<file path="src/rtl/i2c_irq_tx_slave.sv">
module i2c_irq_tx_slave #(
  parameter logic [6:0] DEV_ADDR = 7'h3A,
  parameter int         DEPTH    = 16,
  localparam int        AW       = (DEPTH > 1) ? $clog2(DEPTH) : 1,
  localparam int        CW       = $clog2(DEPTH + 1)
) (
  input  logic       clk,
  input  logic       rst_n,
  input  logic       push_valid,
  input  logic [7:0] push_data,
  output logic       push_ready,
  input  logic       scl_in,
  input  logic       sda_in,
  output logic       sda_oe,
  output logic       irq_n
);

  typedef enum logic [2:0] {S_IDLE, S_ADDR, S_AACK, S_TX, S_MACK, S_HOLD} st_t;

  logic [1:0] scl_sy, sda_sy;
  logic       scl_q, sda_q;
  logic       scl_s, sda_s;
  logic       scl_rise, scl_fall, start_c, stop_c;

  always_ff @(posedge clk or negedge rst_n)
    if (!rst_n) begin
      scl_sy <= 2'b11;
      sda_sy <= 2'b11;
      scl_q  <= 1'b1;
      sda_q  <= 1'b1;
    end else begin
      scl_sy <= {scl_sy[0], scl_in};
      sda_sy <= {sda_sy[0], sda_in};
      scl_q  <= scl_sy[1];
      sda_q  <= sda_sy[1];
    end

  assign scl_s    = scl_sy[1];
  assign sda_s    = sda_sy[1];
  assign scl_rise = scl_s & ~scl_q;
  assign scl_fall = ~scl_s & scl_q;
  assign start_c  = scl_s & scl_q & sda_q & ~sda_s;
  assign stop_c   = scl_s & scl_q & ~sda_q & sda_s;

  logic [7:0]    mem [DEPTH];
  logic [AW-1:0] rd_ptr, wr_ptr;
  logic [CW-1:0] count;
  logic          push_fire, pop, flush;

  function automatic logic [AW-1:0] nxt_ptr(input logic [AW-1:0] p);
    return (p == AW'(DEPTH - 1)) ? '0 : p + 1'b1;
  endfunction

  assign push_ready = (count < CW'(DEPTH));
  assign push_fire  = push_valid & push_ready;

  always_ff @(posedge clk)
    if (push_fire) mem[wr_ptr] <= push_data;

  always_ff @(posedge clk or negedge rst_n)
    if (!rst_n) begin
      rd_ptr <= '0;
      wr_ptr <= '0;
      count  <= '0;
    end else begin
      if (push_fire) wr_ptr <= nxt_ptr(wr_ptr);
      if (flush) begin
        rd_ptr <= wr_ptr;
        count  <= CW'(push_fire);
      end else begin
        if (pop) rd_ptr <= nxt_ptr(rd_ptr);
        count <= count + CW'(push_fire) - CW'(pop);
      end
    end

  st_t        state;
  logic [3:0] bitc;
  logic [7:0] sh;
  logic       oe_r, hit, acked, nack_seen, irq_n_r;
  logic       last_fall, load;
  logic [7:0] next_byte;

  assign last_fall = (state == S_TX) && scl_fall && (bitc == 4'd7);
  assign load      = scl_fall && ((state == S_AACK) || (state == S_MACK && acked));
  assign pop       = load && (count != '0);
  assign flush     = stop_c && nack_seen && (count != '0);
  assign next_byte = (count != '0) ? mem[rd_ptr] : 8'hFF;

  always_ff @(posedge clk or negedge rst_n)
    if (!rst_n) begin
      state     <= S_IDLE;
      bitc      <= '0;
      sh        <= '0;
      oe_r      <= 1'b0;
      hit       <= 1'b0;
      acked     <= 1'b0;
      nack_seen <= 1'b0;
    end else if (start_c) begin
      state     <= S_ADDR;
      bitc      <= '0;
      oe_r      <= 1'b0;
      nack_seen <= 1'b0;
    end else if (stop_c) begin
      state <= S_IDLE;
      oe_r  <= 1'b0;
    end else begin
      case (state)
        S_ADDR: begin
          if (scl_rise) begin
            sh   <= {sh[6:0], sda_s};
            bitc <= bitc + 4'd1;
            if (bitc == 4'd7) hit <= ({sh[6:0], sda_s} == {DEV_ADDR, 1'b1});
          end else if (scl_fall && bitc == 4'd8) begin
            state <= hit ? S_AACK : S_HOLD;
            oe_r  <= hit;
          end
        end
        S_AACK: if (scl_fall) begin
          sh    <= next_byte;
          oe_r  <= ~next_byte[7];
          bitc  <= '0;
          state <= S_TX;
        end
        S_TX: if (scl_fall) begin
          if (bitc == 4'd7) begin
            oe_r  <= 1'b0;
            state <= S_MACK;
          end else begin
            sh   <= {sh[6:0], 1'b0};
            oe_r <= ~sh[6];
            bitc <= bitc + 4'd1;
          end
        end
        S_MACK: begin
          if (scl_rise) acked <= ~sda_s;
          if (scl_fall) begin
            if (acked) begin
              sh    <= next_byte;
              oe_r  <= ~next_byte[7];
              bitc  <= '0;
              state <= S_TX;
            end else begin
              state     <= S_HOLD;
              nack_seen <= 1'b1;
            end
          end
        end
        default: ;
      endcase
    end

  always_ff @(posedge clk or negedge rst_n)
    if (!rst_n)                 irq_n_r <= 1'b1;
    else if (state == S_IDLE)   irq_n_r <= (count == '0);
    else if (last_fall)         irq_n_r <= (count == '0);

  assign sda_oe = oe_r;
  assign irq_n  = irq_n_r;

  a_r2_no_overflow: assert property (@(posedge clk) disable iff (!rst_n)
    count <= CW'(DEPTH));

  a_r3_idle_irq_follows_queue: assert property (@(posedge clk) disable iff (!rst_n)
    (state == S_IDLE && $past(state == S_IDLE) && $past(count != '0)) |-> !irq_n);

  a_r6_sda_quiet_while_scl_high: assert property (@(posedge clk) disable iff (!rst_n)
    (scl_s && scl_q && !start_c && !stop_c) |=> $stable(sda_oe));

  a_r8_irq_steady_in_ack_slot: assert property (@(posedge clk) disable iff (!rst_n)
    (state == S_MACK && $past(state == S_MACK)) |-> $stable(irq_n));

  a_r9_released_for_master_ack: assert property (@(posedge clk) disable iff (!rst_n)
    (state == S_MACK) |-> !sda_oe);

  a_r5_silent_when_unaddressed: assert property (@(posedge clk) disable iff (!rst_n)
    (state == S_HOLD) |-> !sda_oe);

endmodule

</file>
<file path="config.mk">
export PLATFORM = sky130hd
export DESIGN_NAME = i2c_irq_tx_slave
export DESIGN_NICKNAME = d
export VERILOG_FILES = /design/src/rtl/i2c_irq_tx_slave.sv
export SDC_FILE = /design/constraint.sdc
export NUM_CORES = 1
export LEC_CHECK = 0
export BUFFER_PORTS_ARGS = -buffer_cell sky130_fd_sc_hd__buf_2
export CORE_MARGIN = 5
export CORE_UTILIZATION = 56
export DETAILED_ROUTE_END_ITERATION = 8
export MAX_ROUTING_LAYER = met4
export PLACE_DENSITY = 0.78
export SETUP_SLACK_MARGIN = 0.4
export SLEW_MARGIN = 10
export SYNTH_ARGS = -nofsm -noshare
export SYNTH_HDL_FRONTEND = slang
export SYNTH_SLANG_ARGS = --single-unit
</file>
<file path="constraint.sdc">
create_clock -name clk -period 2.4 [get_ports clk]
set_clock_uncertainty 0.15 [all_clocks]
set_input_delay 0.36 -clock clk [delete_from_list [all_inputs] [get_ports clk]]
set_output_delay 0.36 -clock clk [all_outputs]
set_load 0.05 [all_outputs]
</file>
# Yosys cells after proc, flatten, opt, wreduce, memory -nomap -nowiden
# Memory sizes are Yosys's and may differ from the RTL's.
# Cells that the tools add are included.
[totals]
register_bits = 38
ram_bits = 128
inputBits = 13
word_cells = 146
n_memories = 1
[memory_table]
columns = ["name", "depth", "word_bits", "rd", "rd_clocked_by_memory_dff", "write_ports", "line_no", "text"]
rows = [
  ["mem", 16, 8, 1, 0, 1, "45", "logic [7:0] mem [DEPTH];"],
]
[op_classes]
addsub = 5
order_cmp = 1
n_eq_ne = 30
mux = 52
n_bitwise = 16
reduce_logical = 26
[ops]
columns = ["op", "count"]
rows = [
  ["$mux 4", 12],
  ["$mux 7", 6],
  ["$mux 3", 10],
  ["$pmux 7 s4", 1],
  ["$ne 4x4->1 const B", 6],
  ["$mux 1", 18],
  ["$ne 3x3->1 const B", 6],
  ["$ne 2x2->1 const B", 8],
  ["$pmux 4 s4", 1],
  ["$reduce_and 7->1", 2],
  ["$add 4x1->4 const B", 3],
  ["$eq 4x4->1 const B", 3],
  ["$pmux 3 s4", 1],
  ["$reduce_bool 5->1", 2],
  ["$reduce_and 9->1", 1],
  ["$and 1x1->1", 8],
  ["$eq 8x7->1 const B", 1],
  ["$logic_and 1x1->1", 8],
  ["$mux 8", 1],
  ["$not 1->1", 8],
  ["$reduce_and 4->1", 2],
  ["$reduce_and 8->1", 1],
  ["$reduce_bool 2->1", 4],
  ["$eq 3x2->1 const B", 2],
  ["15 further kinds", 15],
]

# Logic depth before layout (Yosys ltp)
# Gate-level depths: netlist of run 1.
[logic_depth]
depth_word = 8
ltp_mapped = 15
ltp_nobuf = 15

# Worst setup path after synthesis of run 1
# Ideal clock, no wire load.
[synth_path]
kind = "reg2reg"
start = "register count[4]"
end = "register count[4]"
setup_ps = 77
arrival_time_ps = 2553
slack_ps = -381
path_stages_with_launch = 15
n_path_buf = 0
period_less_slack_ps = 2781
cell_sequence = "dfrtp_1 > inv_1 > nand3_1 > nand3_1 > inv_1 > ha_1 > inv_1 > ha_1 > inv_1 > fa_1 > inv_1 > a21oi_1 > nor2_1 > or3_1 > a21oi_1"
[synth_via]
elab_chain_len = 5
word_cells_on_any_way = 8
classes_between = "2 x add/sub; 1 x order compare; 1 x mux; 1 x bitwise; 3 x reduce/logical"
[synth_rtl]
columns = ["element", "line_no", "text"]
rows = [
  ["from (decl)", "47", "logic [CW-1:0] count;"],
  ["from (signal assigned)", "69", "count <= CW'(push_fire);"],
  ["from (signal assigned)", "72", "count <= count + CW'(push_fire) - CW'(pop);"],
  ["$lt 5x5->1", "54", "assign push_ready = (count < CW'(DEPTH));"],
  ["via push_ready", "11", "output logic push_ready,"],
  ["$and 1x1->1", "55", "assign push_fire = push_valid & push_ready;"],
  ["$add 5x1->5", "72", ""],
  ["$sub 5x1->5", "72", ""],
  ["$mux 5", "67", "if (flush) begin"],
]
# The timed path passes the listed nets, and every way through them passes these cells.
# A chain may end at the register's enable or synchronous reset.

# Worst setup path in the final report of run 1
[layout_path]
start = "register scl_sy[1]"
end = "register count[4]"
[layout_via]
elab_chain_len = 6
word_cells_on_any_way = 11
classes_between = "1 x add/sub; 1 x mux; 5 x bitwise; 4 x reduce/logical"
[layout_rtl]
columns = ["element", "line_no", "text"]
rows = [
  ["from (decl)", "20", "logic [1:0] scl_sy, sda_sy;"],
  ["from (signal assigned)", "32", "scl_sy <= {scl_sy[0], scl_in};"],
  ["$not 1->1 or $and 1x1->1 (tied branches)", "41, 43", ""],
  ["$and 1x1->1 (on tied branches)", "41, 43", ""],
  ["$logic_and 1x1->1 or $and 1x1->1 (tied branches)", "84, 43", ""],
  ["$logic_and 1x1->1 (on tied branches)", "85, 86", ""],
  ["$sub 5x1->5 or $logic_and 1x1->1 (tied branches)", "72, 86", ""],
  ["$mux 5 *", "67", ""],
]
# Mark *: on every way between the ends. The rest lies on a longest branch, timed or not.

==> results of run 1 <==
==> cells by family after synthesis <==
family,Yosys count
buffers and inverters,40
adder cells (fa/ha/maj),14
multiplexers,43
AND/OR/NAND/NOR,113
AO/OA/AOI/OAI,86
XOR/XNOR,4
flip-flops,166
==> per-stage QoR <==
step,setup WS (ns),cells,hold slack [ns],area (um^2)
2_1_floorplan,-0.124,466,-0.0856,7340
3_3_place_gp,-0.0166,669,0.196,7770
3_5_place_dp,-0.0880,669,0.198,7770
4_1_cts,-0.0607,721,0.167,8680
5_1_grt,-0.192,734,0.172,8890
6_report,-0.0723,734,0.181,8890
==> area by class of cell <==
type                       count  area [um^2]  area share (%)
sequential                   166         4810            54.1
multi-input combinational    261         2510            28.2
timing repair buffer          85          683            7.69
clock buffer                  17          425            4.79
tap                          172          215            2.42
clock inverter                15          178            2.00
inverter                      18         71.3           0.803
==> routing by layer <==
metal,track usage (%),part of all wire (%),vias up
li1,-,-,1973
met1,31.6,42,2216
met2,33.7,49,176
met3,5.04,5.8,36
met4,9.86,3.0,0
met5,-,0,-
==> worst max-delay path, delay by kind of cell (launching register included) <==
kind            cells  cell delay (ns)
buf+inv             4             0.18
simple gates        4             0.74
flops               1             0.53
fa+ha+maj           3             0.58
compound gates      2             0.22
==> cells in the final DEF, fill, tap and decap left out, types with 9 or more instances in the layout <==
cell and count:
and2_1 11, mux4_2 32, inv_1 10, clkbuf_16 17
mux2_2 9, a21oi_1 13, nor2_1 20, o21ai_0 12
nand2_1 21, edfxtp_1 128, o22ai_1 9, ha_1 9
buf_2 15, a21oi_2 9, buf_4 57, dfrtp_1 30
==> registers in the layout, indices dropped and copies added (netlist names) <==
register   cells
sh             7
rd_ptr         4
bitc           4
count          5
acked          1
sda_q          1
sda_sy         2
nack_seen      1
sda_oe         1
scl_q          1
mem          128
hit            1
irq_n          1
state          3
wr_ptr         4
scl_sy         2
==> power by group <==
| part | internal (mW) | switching (mW) | leakage [nW] | total [mW] |
|---|---|---|---|---|
| logic | 2.12 | 2.15 | 1.31 | 4.27 |
| registers | 3.51 | 0.374 | 1.61 | 3.88 |
| clock network | 1.64 | 1.11 | 0.295 | 2.75 |
| total | 7.26 | 3.64 | 3.22 | 10.9 |
==> cells in the mapped netlist (all sizes together), types with 4 or more instances <==
cell    instances  area share, %
clkbuf         13            1.1
mux2            9            1.4
edfxtp        128             53
a211oi          6           0.62
a21o            4           0.41
inv            17           0.88
and2           23            2.0
dfrtp          31             11
buf             9           0.86
nand3          10           0.69
dfstp           7            2.5
a21oi          25            1.9
mux4           32            9.9
ha             13            2.2
o31ai           7           0.72
nor2           21            1.1
nand2          23            1.2
nand2b          4           0.45
o22ai          10           0.95
o21ai          17            1.2
nor3            7           0.55
==> timing repair <==
action                                  CTS  global route
resized for setup                        39            34
hold endpoints to repair                 23             0
hold buffers                              3             0
gates cloned                              2             1
pin swaps                                16            17
setup buffers                            15            12
endpoints found under the setup margin  119           127
==> final timing paths <==
kind	from	end	slack, ns	depth (start not counted)
setup / recovery	scl_sy[1]	count[4]	-0.07	13
hold / removal	push_data[0]	mem[3][0]	0.18	1
setup reg to reg	scl_sy[1]	count[4]	-0.07	13
hold reg to reg	sda_sy[0]	sda_sy[1]	0.20	0
max in group asynchronous	rst_n	scl_sy[0]	1.09	3
min in group asynchronous	rst_n	count[2]	0.31	2
==> results.md, run 1 <==
* Endpoints failing hold at 0
* Main flop type after synthesis: edfxtp_1
* Synth Area in Simple Gates at 8.70%
* Final Net Count at 576
* Seq cells post-synth at 166
* Failing checks: setup timing
* Vias in the first global route at 4406
* Antenna cells at 0
* Crit path cell chain: and2b_2 > nand3_2 > inv_2 > ha_4 > inv_2 > ha_4 > inv_2 > fa_2 > inv_1 > a21oi_2 > nor2_1 > or3_1 > a21oi_2
* Floorplan die width at around 120 um
* Compound-Gate Fraction of Synth Area at under 10%
* Root Driver: clkbuf_16
* ANT nets after route at 0
* Final setup violation count at 3
* Setup TNS at -0.112 ns
* Synth warnings at 0
* Rel. slew slack at around three fifths
* Worst skew pair latency at 0.43 ns
* Number of DRC violations after detailed-routing iteration 0 at around 560
* Post-Route WL at 15800 um
* Synth Cell Area at between 7000 and 8000 um^2
* Arr. time, crit path at around 2.7 ns
* Clock transition at the registers of the reported paths at 0.07 ns
* EDFF count, synth at 128
* Worst Setup Start Kind: register
* PwrDens at approximately 1200 nW/um^2
* Initial Utilization at a little under three fifths
* Crit path capture type: register
* Initial antenna violation count at 0
* GRT Overall Usage at roughly 23%
* Die area at 15400 um^2
* CP most frequent cell: inv_2
* Fillers at ~820
* Total gr overflow at 0
* Crit path kind: reg2reg
* Layout cells sized above 1 at 40.6%
* Cell Rows at 41
* Post-DP HPWL at between 9000 and 10000 um
* RSZ-0062 raised after global routing: yes
* Largest family of logic cells by synthesized area: multiplexers
* Final worst-path cycle share at 103%
* Synthesis-to-layout area growth at 22.1%
* Overall Power at roughly 11 mW
* Total CTS buffers at 17
* Die height at 124 um
* Post-Syn Instances at ~470
* Async SR Flop Fraction at a little under a quarter
* Via/cell ratio at about 6.0
* Worst Path Required at 2.61 ns
* Core ar. at 12700 um^2
* H-tree Lvls at 4
* CTS tree: yes
* Adder-Cell Fraction of Synth Area at 2.51%
* Post-route DRC at 0
* PortBufs at 15
* Post-layout min period at 2.47 ns
* Slew @ Worst Pin at roughly 0.58 ns
* Average size of a mapped cell at 15.6 um^2
* Global-route wire length before repair at 24800 um
* Peak VDD IR at about 0.76 mV
* Fmax at approximately 0.4 GHz
* Outcome: finished, violations left
* Sink Count at 166
* Syn Nets at 493
* Worst Hold Class: in2reg
* Clk buf depth at 2
* RePlAce Congestion at 0.925
* Final core utilization at between 70% and 80%
* Multiplexer share of the synthesized area at 11.6%
* Distinct cells, synth at 65
* Routed WL per cell at 21.5 um
* Crit Path Max Fanout at 2
* XOR/XNOR Fraction of Synth Area at 0.482%
* Max-slew violation count at 0
* Io pins at 16
* Final worst slack at -0.0723 ns
* Slowest cell on crit path: dfstp_2
* Register area share after synthesis at 66.0%
* Largest net degree at the start of global routing at 26
* DR vias at 4401
* Max cap viols at 0
* CP peak stage delay at 0.53 ns
* Leakage at 3.22 nW
* Pre-antenna DRT Iters at 5
No activity file was read; power rests on OpenSTA's default activity.
==> inputs of run 2 (changes only) <==
--- a/config.mk
+++ b/config.mk
@@ -5,6 +5,7 @@
 export SDC_FILE = /design/constraint.sdc
 export NUM_CORES = 1
 export LEC_CHECK = 0
+export ABC_AREA = 1
 export BUFFER_PORTS_ARGS = -buffer_cell sky130_fd_sc_hd__buf_2
 export CORE_MARGIN = 5
 export CORE_UTILIZATION = 56
==> run 2 against run 1 <==
Via count up 24%. Largest power group unchanged. Clock power is 6% lower. Sequential share of layout area is 0.89 points higher. The flow still finishes with violations (setup timing). Critical path depth up 5. Core utilization shrank 3.6 points.
==> results.md, run 2 <==
* Post-Syn Instances at 713
* XOR/XNOR Fraction of Synth Area at less than 1%
* Multiplexer share of the synthesized area at 0%
* Fmax at 0.385 GHz
* Syn Nets at 740
* Slowest cell on crit path: dfrtp_1
* Most frequent cell after synthesis: nand2_1
* Biggest regs: mem x128, sh x7, count x5
* Root Driver: clkbuf_16
* Worst Hold Class: in2reg
* GRT Overall Usage at 23.8%
* Total CTS buffers at 17
* Outcome: finished, violations left
* Async SR Flop Fraction at between 20% and 30%
* Antenna cells at 0
* Final Net Count at approximately 800
* Failing checks: setup timing
* Crit Path Max Fanout at 3
* Top cells by area, synth: edfxtp_1, dfrtp_1, nand2_1
* Die height at 125 um
* Global-route wire length before repair at about 28000 um
* Leakage at 3.50 nW
* Post-route DRC at 0
* Synth area leader: edfxtp_1
* Final setup violation count at 2
* Crit path capture type: register
* Slew @ Worst Pin at 0.881 ns
* Synth cell count leaders: nand2_1, edfxtp_1, nand3_1, nor2_1, inv_1
* Most common cell after layout, fill and taps aside: nand2_1
* Via/cell ratio at 5.71
* Vias in the first global route at 5465
* Endpoints failing hold at 0
* Seq cells post-synth at about 170
* Worst Path Required at ~2.6 ns
* Synth warnings at 0
* Crit path cell chain: nor2_2 > nand2_2 > inv_2 > nor2_4 > nor2_4 > o211ai_2 > inv_2 > ha_4 > inv_4 > ha_4 > inv_2 > fa_2 > inv_2 > a21oi_2 > nor2_1 > nor2_1 > xor2_1 > nor2_1
* Synthesis-to-layout area growth at 17.5%
* Adder-Cell Fraction of Synth Area at approximately 2.5%
* Initial antenna violation count at 0
* Final worst-path cycle share at 108%
* Pre-antenna DRT Iters at 6
* PwrDens at 1210 nW/um^2
* RSZ-0062 raised after global routing: yes
* DR vias at 5475
* ANT nets after route at 0
* Cell Rows at 42
* Sink Count at roughly 170
* Initial Utilization at between 50% and 60%
* CP peak stage delay at 0.42 ns
* Delay-heaviest family, CP: simple AND/OR/NAND/NOR gates
* Crit path kind: reg2reg
* Total gr overflow at 0
* Post-Route WL at ~17000 um
* Worst path bufs/invs at 5
* Worst Setup Start Kind: register
* Hold WS at around 0.19 ns
* Routed WL per cell at 17.9 um
* CTS tree: yes
* Layout cells sized above 1 at between 20% and 30%
* Max cap viols at 0
* Post-DP HPWL at between 10000 and 15000 um
* CP most frequent cell: inv_2
* Number of flip-flops in the largest register at 128
* Commonest non-fill, non-tap cells in the layout: nand2_1, edfxtp_1, nand3_1
* Worst skew pair latency at roughly 0.43 ns
* Final worst slack at -0.198 ns
* Peak VDD IR at 0.671 mV
* EDFF count, synth at 128
* Average size of a mapped cell at 10.4 um^2
* Synth Area in Simple Gates at 24.1%
* Post-layout min period at about 2.6 ns
* Core ar. at ~13000 um^2
* Clock transition at the registers of the reported paths at 0.07 ns
* RePlAce Congestion at 0.883
* Synth Cell Area at 7430 um^2
* Fillers at between 900 and 1000
* Distinct cells, synth at 42
* Final core utilization at 66.5%
* Largest family of logic cells by synthesized area: simple AND/OR/NAND/NOR gates
* Floorplan die width at 125 um
* Largest net degree at the start of global routing at 68
* Max-slew violation count at 0
* Clk buf depth at 2
* Die area at 15700 um^2
* Rel. slew slack at roughly 41%
* Compound-Gate Fraction of Synth Area at slightly above 4%
* Top-area cell type share of the netlist area at just over 50%
* H-tree Lvls at 4
* Arr. time, crit path at 2.81 ns
* PortBufs at 15
* Main flop type after synthesis: edfxtp_1
* Register area share after synthesis at 64.6%
* Number of DRC violations after detailed-routing iteration 0 at 623
* Io pins at 16
* Biggest register: mem
## run 2: cell count changes after synthesis, moves of 6 or more
| cell | before | now |
|---|---|---|
| mux4_2 | 32 | 0 |
| o21ai_1 | 1 | 9 |
| o22ai_1 | 9 | 1 |
| nand2_1 | 22 | 205 |
| inv_1 | 17 | 35 |
| nand3_1 | 10 | 119 |
| a21oi_1 | 21 | 9 |
| nor2_1 | 21 | 60 |
| and2_1 | 23 | 0 |
| a211oi_1 | 6 | 0 |
| o31ai_1 | 7 | 1 |
| mux2_2 | 9 | 0 |
## run 2: layer usage
metal,up-vias,part of all wire (%),GRT usage [%]
li1,2555,-,-
met4,0,2.9,8.42
met2,238,51,39.4
met5,-,0,-
met3,50,7.1,5.37
met1,2632,39,29.0
## run 2: path summary, 6_finish.rpt
check	startpoint	endpoint	slack [ns]	depth (start not counted)
hold reg to reg	sda_sy[0]	sda_sy[1]	0.21	0
max in group asynchronous	rst_n	rd_ptr[0]	1.05	2
setup / recovery	state[1]	count[4]	-0.20	18
hold / removal	push_data[4]	mem[7][4]	0.19	1
min in group asynchronous	rst_n	bitc[2]	0.43	2
setup reg to reg	state[1]	count[4]	-0.20	18
## run 2: area by class of cell
class / instances / area [um^2] / share of cell area (%)
clock buffers: 17 / 425 / 4.87
clock inverters: 15 / 133 / 1.52
inverters: 43 / 178 / 2.03
multi-input cells: 478 / 2500 / 28.6
flip-flops and latches: 166 / 4800 / 55.0
well taps: 176 / 220 / 2.52
repair buffers: 64 / 479 / 5.48
## run 2: stage by stage
| step | setup WS, ns | instance area, um^2 | TNS (ns) | instances | power [mW] |
|---|---|---|---|---|---|
| final | -0.198 | 8740 | -0.354 | 959 | 10.6 |
| after global placement | -0.0913 | 7940 | -0.0913 | 914 | 7.45 |
| after detailed placement | -0.296 | 7940 | -0.353 | 914 | 7.66 |
| after floorplan | -0.330 | 7480 | -0.534 | 713 | 6.47 |
| after CTS | -0.168 | 8630 | -0.249 | 957 | 10.4 |
| after global routing | -0.342 | 8740 | -0.674 | 959 | 11.2 |
## run 2: cells by family after synthesis
kind of cell    after synthesis
xor+xnor                      6
compound gates               49
simple gates                409
fa+ha+maj                    14
flops                       166
buf+inv                      69
## run 2: report_power, final
group / leakage [nW] / switching (mW) / internal (mW)
sequential: 1.60 / 0.262 / 3.50
combinational: 1.63 / 2.71 / 1.49
clock: 0.277 / 1.21 / 1.37
## run 2: worst register-to-register path, stage by stage (launching register included)
cell	delay (ns)
dfrtp_1	0.42
nor2_2	0.15
nand2_2	0.09
inv_2	0.08
nor2_4	0.04
nor2_4	0.10
o211ai_2	0.10
inv_2	0.09
ha_4	0.20
inv_4	0.05
ha_4	0.13
inv_2	0.03
fa_2	0.33
inv_2	0.07
a21oi_2	0.05
nor2_1	0.13
nor2_1	0.09
xor2_1	0.14
nor2_1	0.09
## run 2: timing repair
action,4_1_cts,5_1_grt
hold endpoints to repair,33,0
pin swaps,8,1
setup buffers,8,2
gates resized for setup,17,21
hold buffers,3,0
setup endpoints to repair,88,96
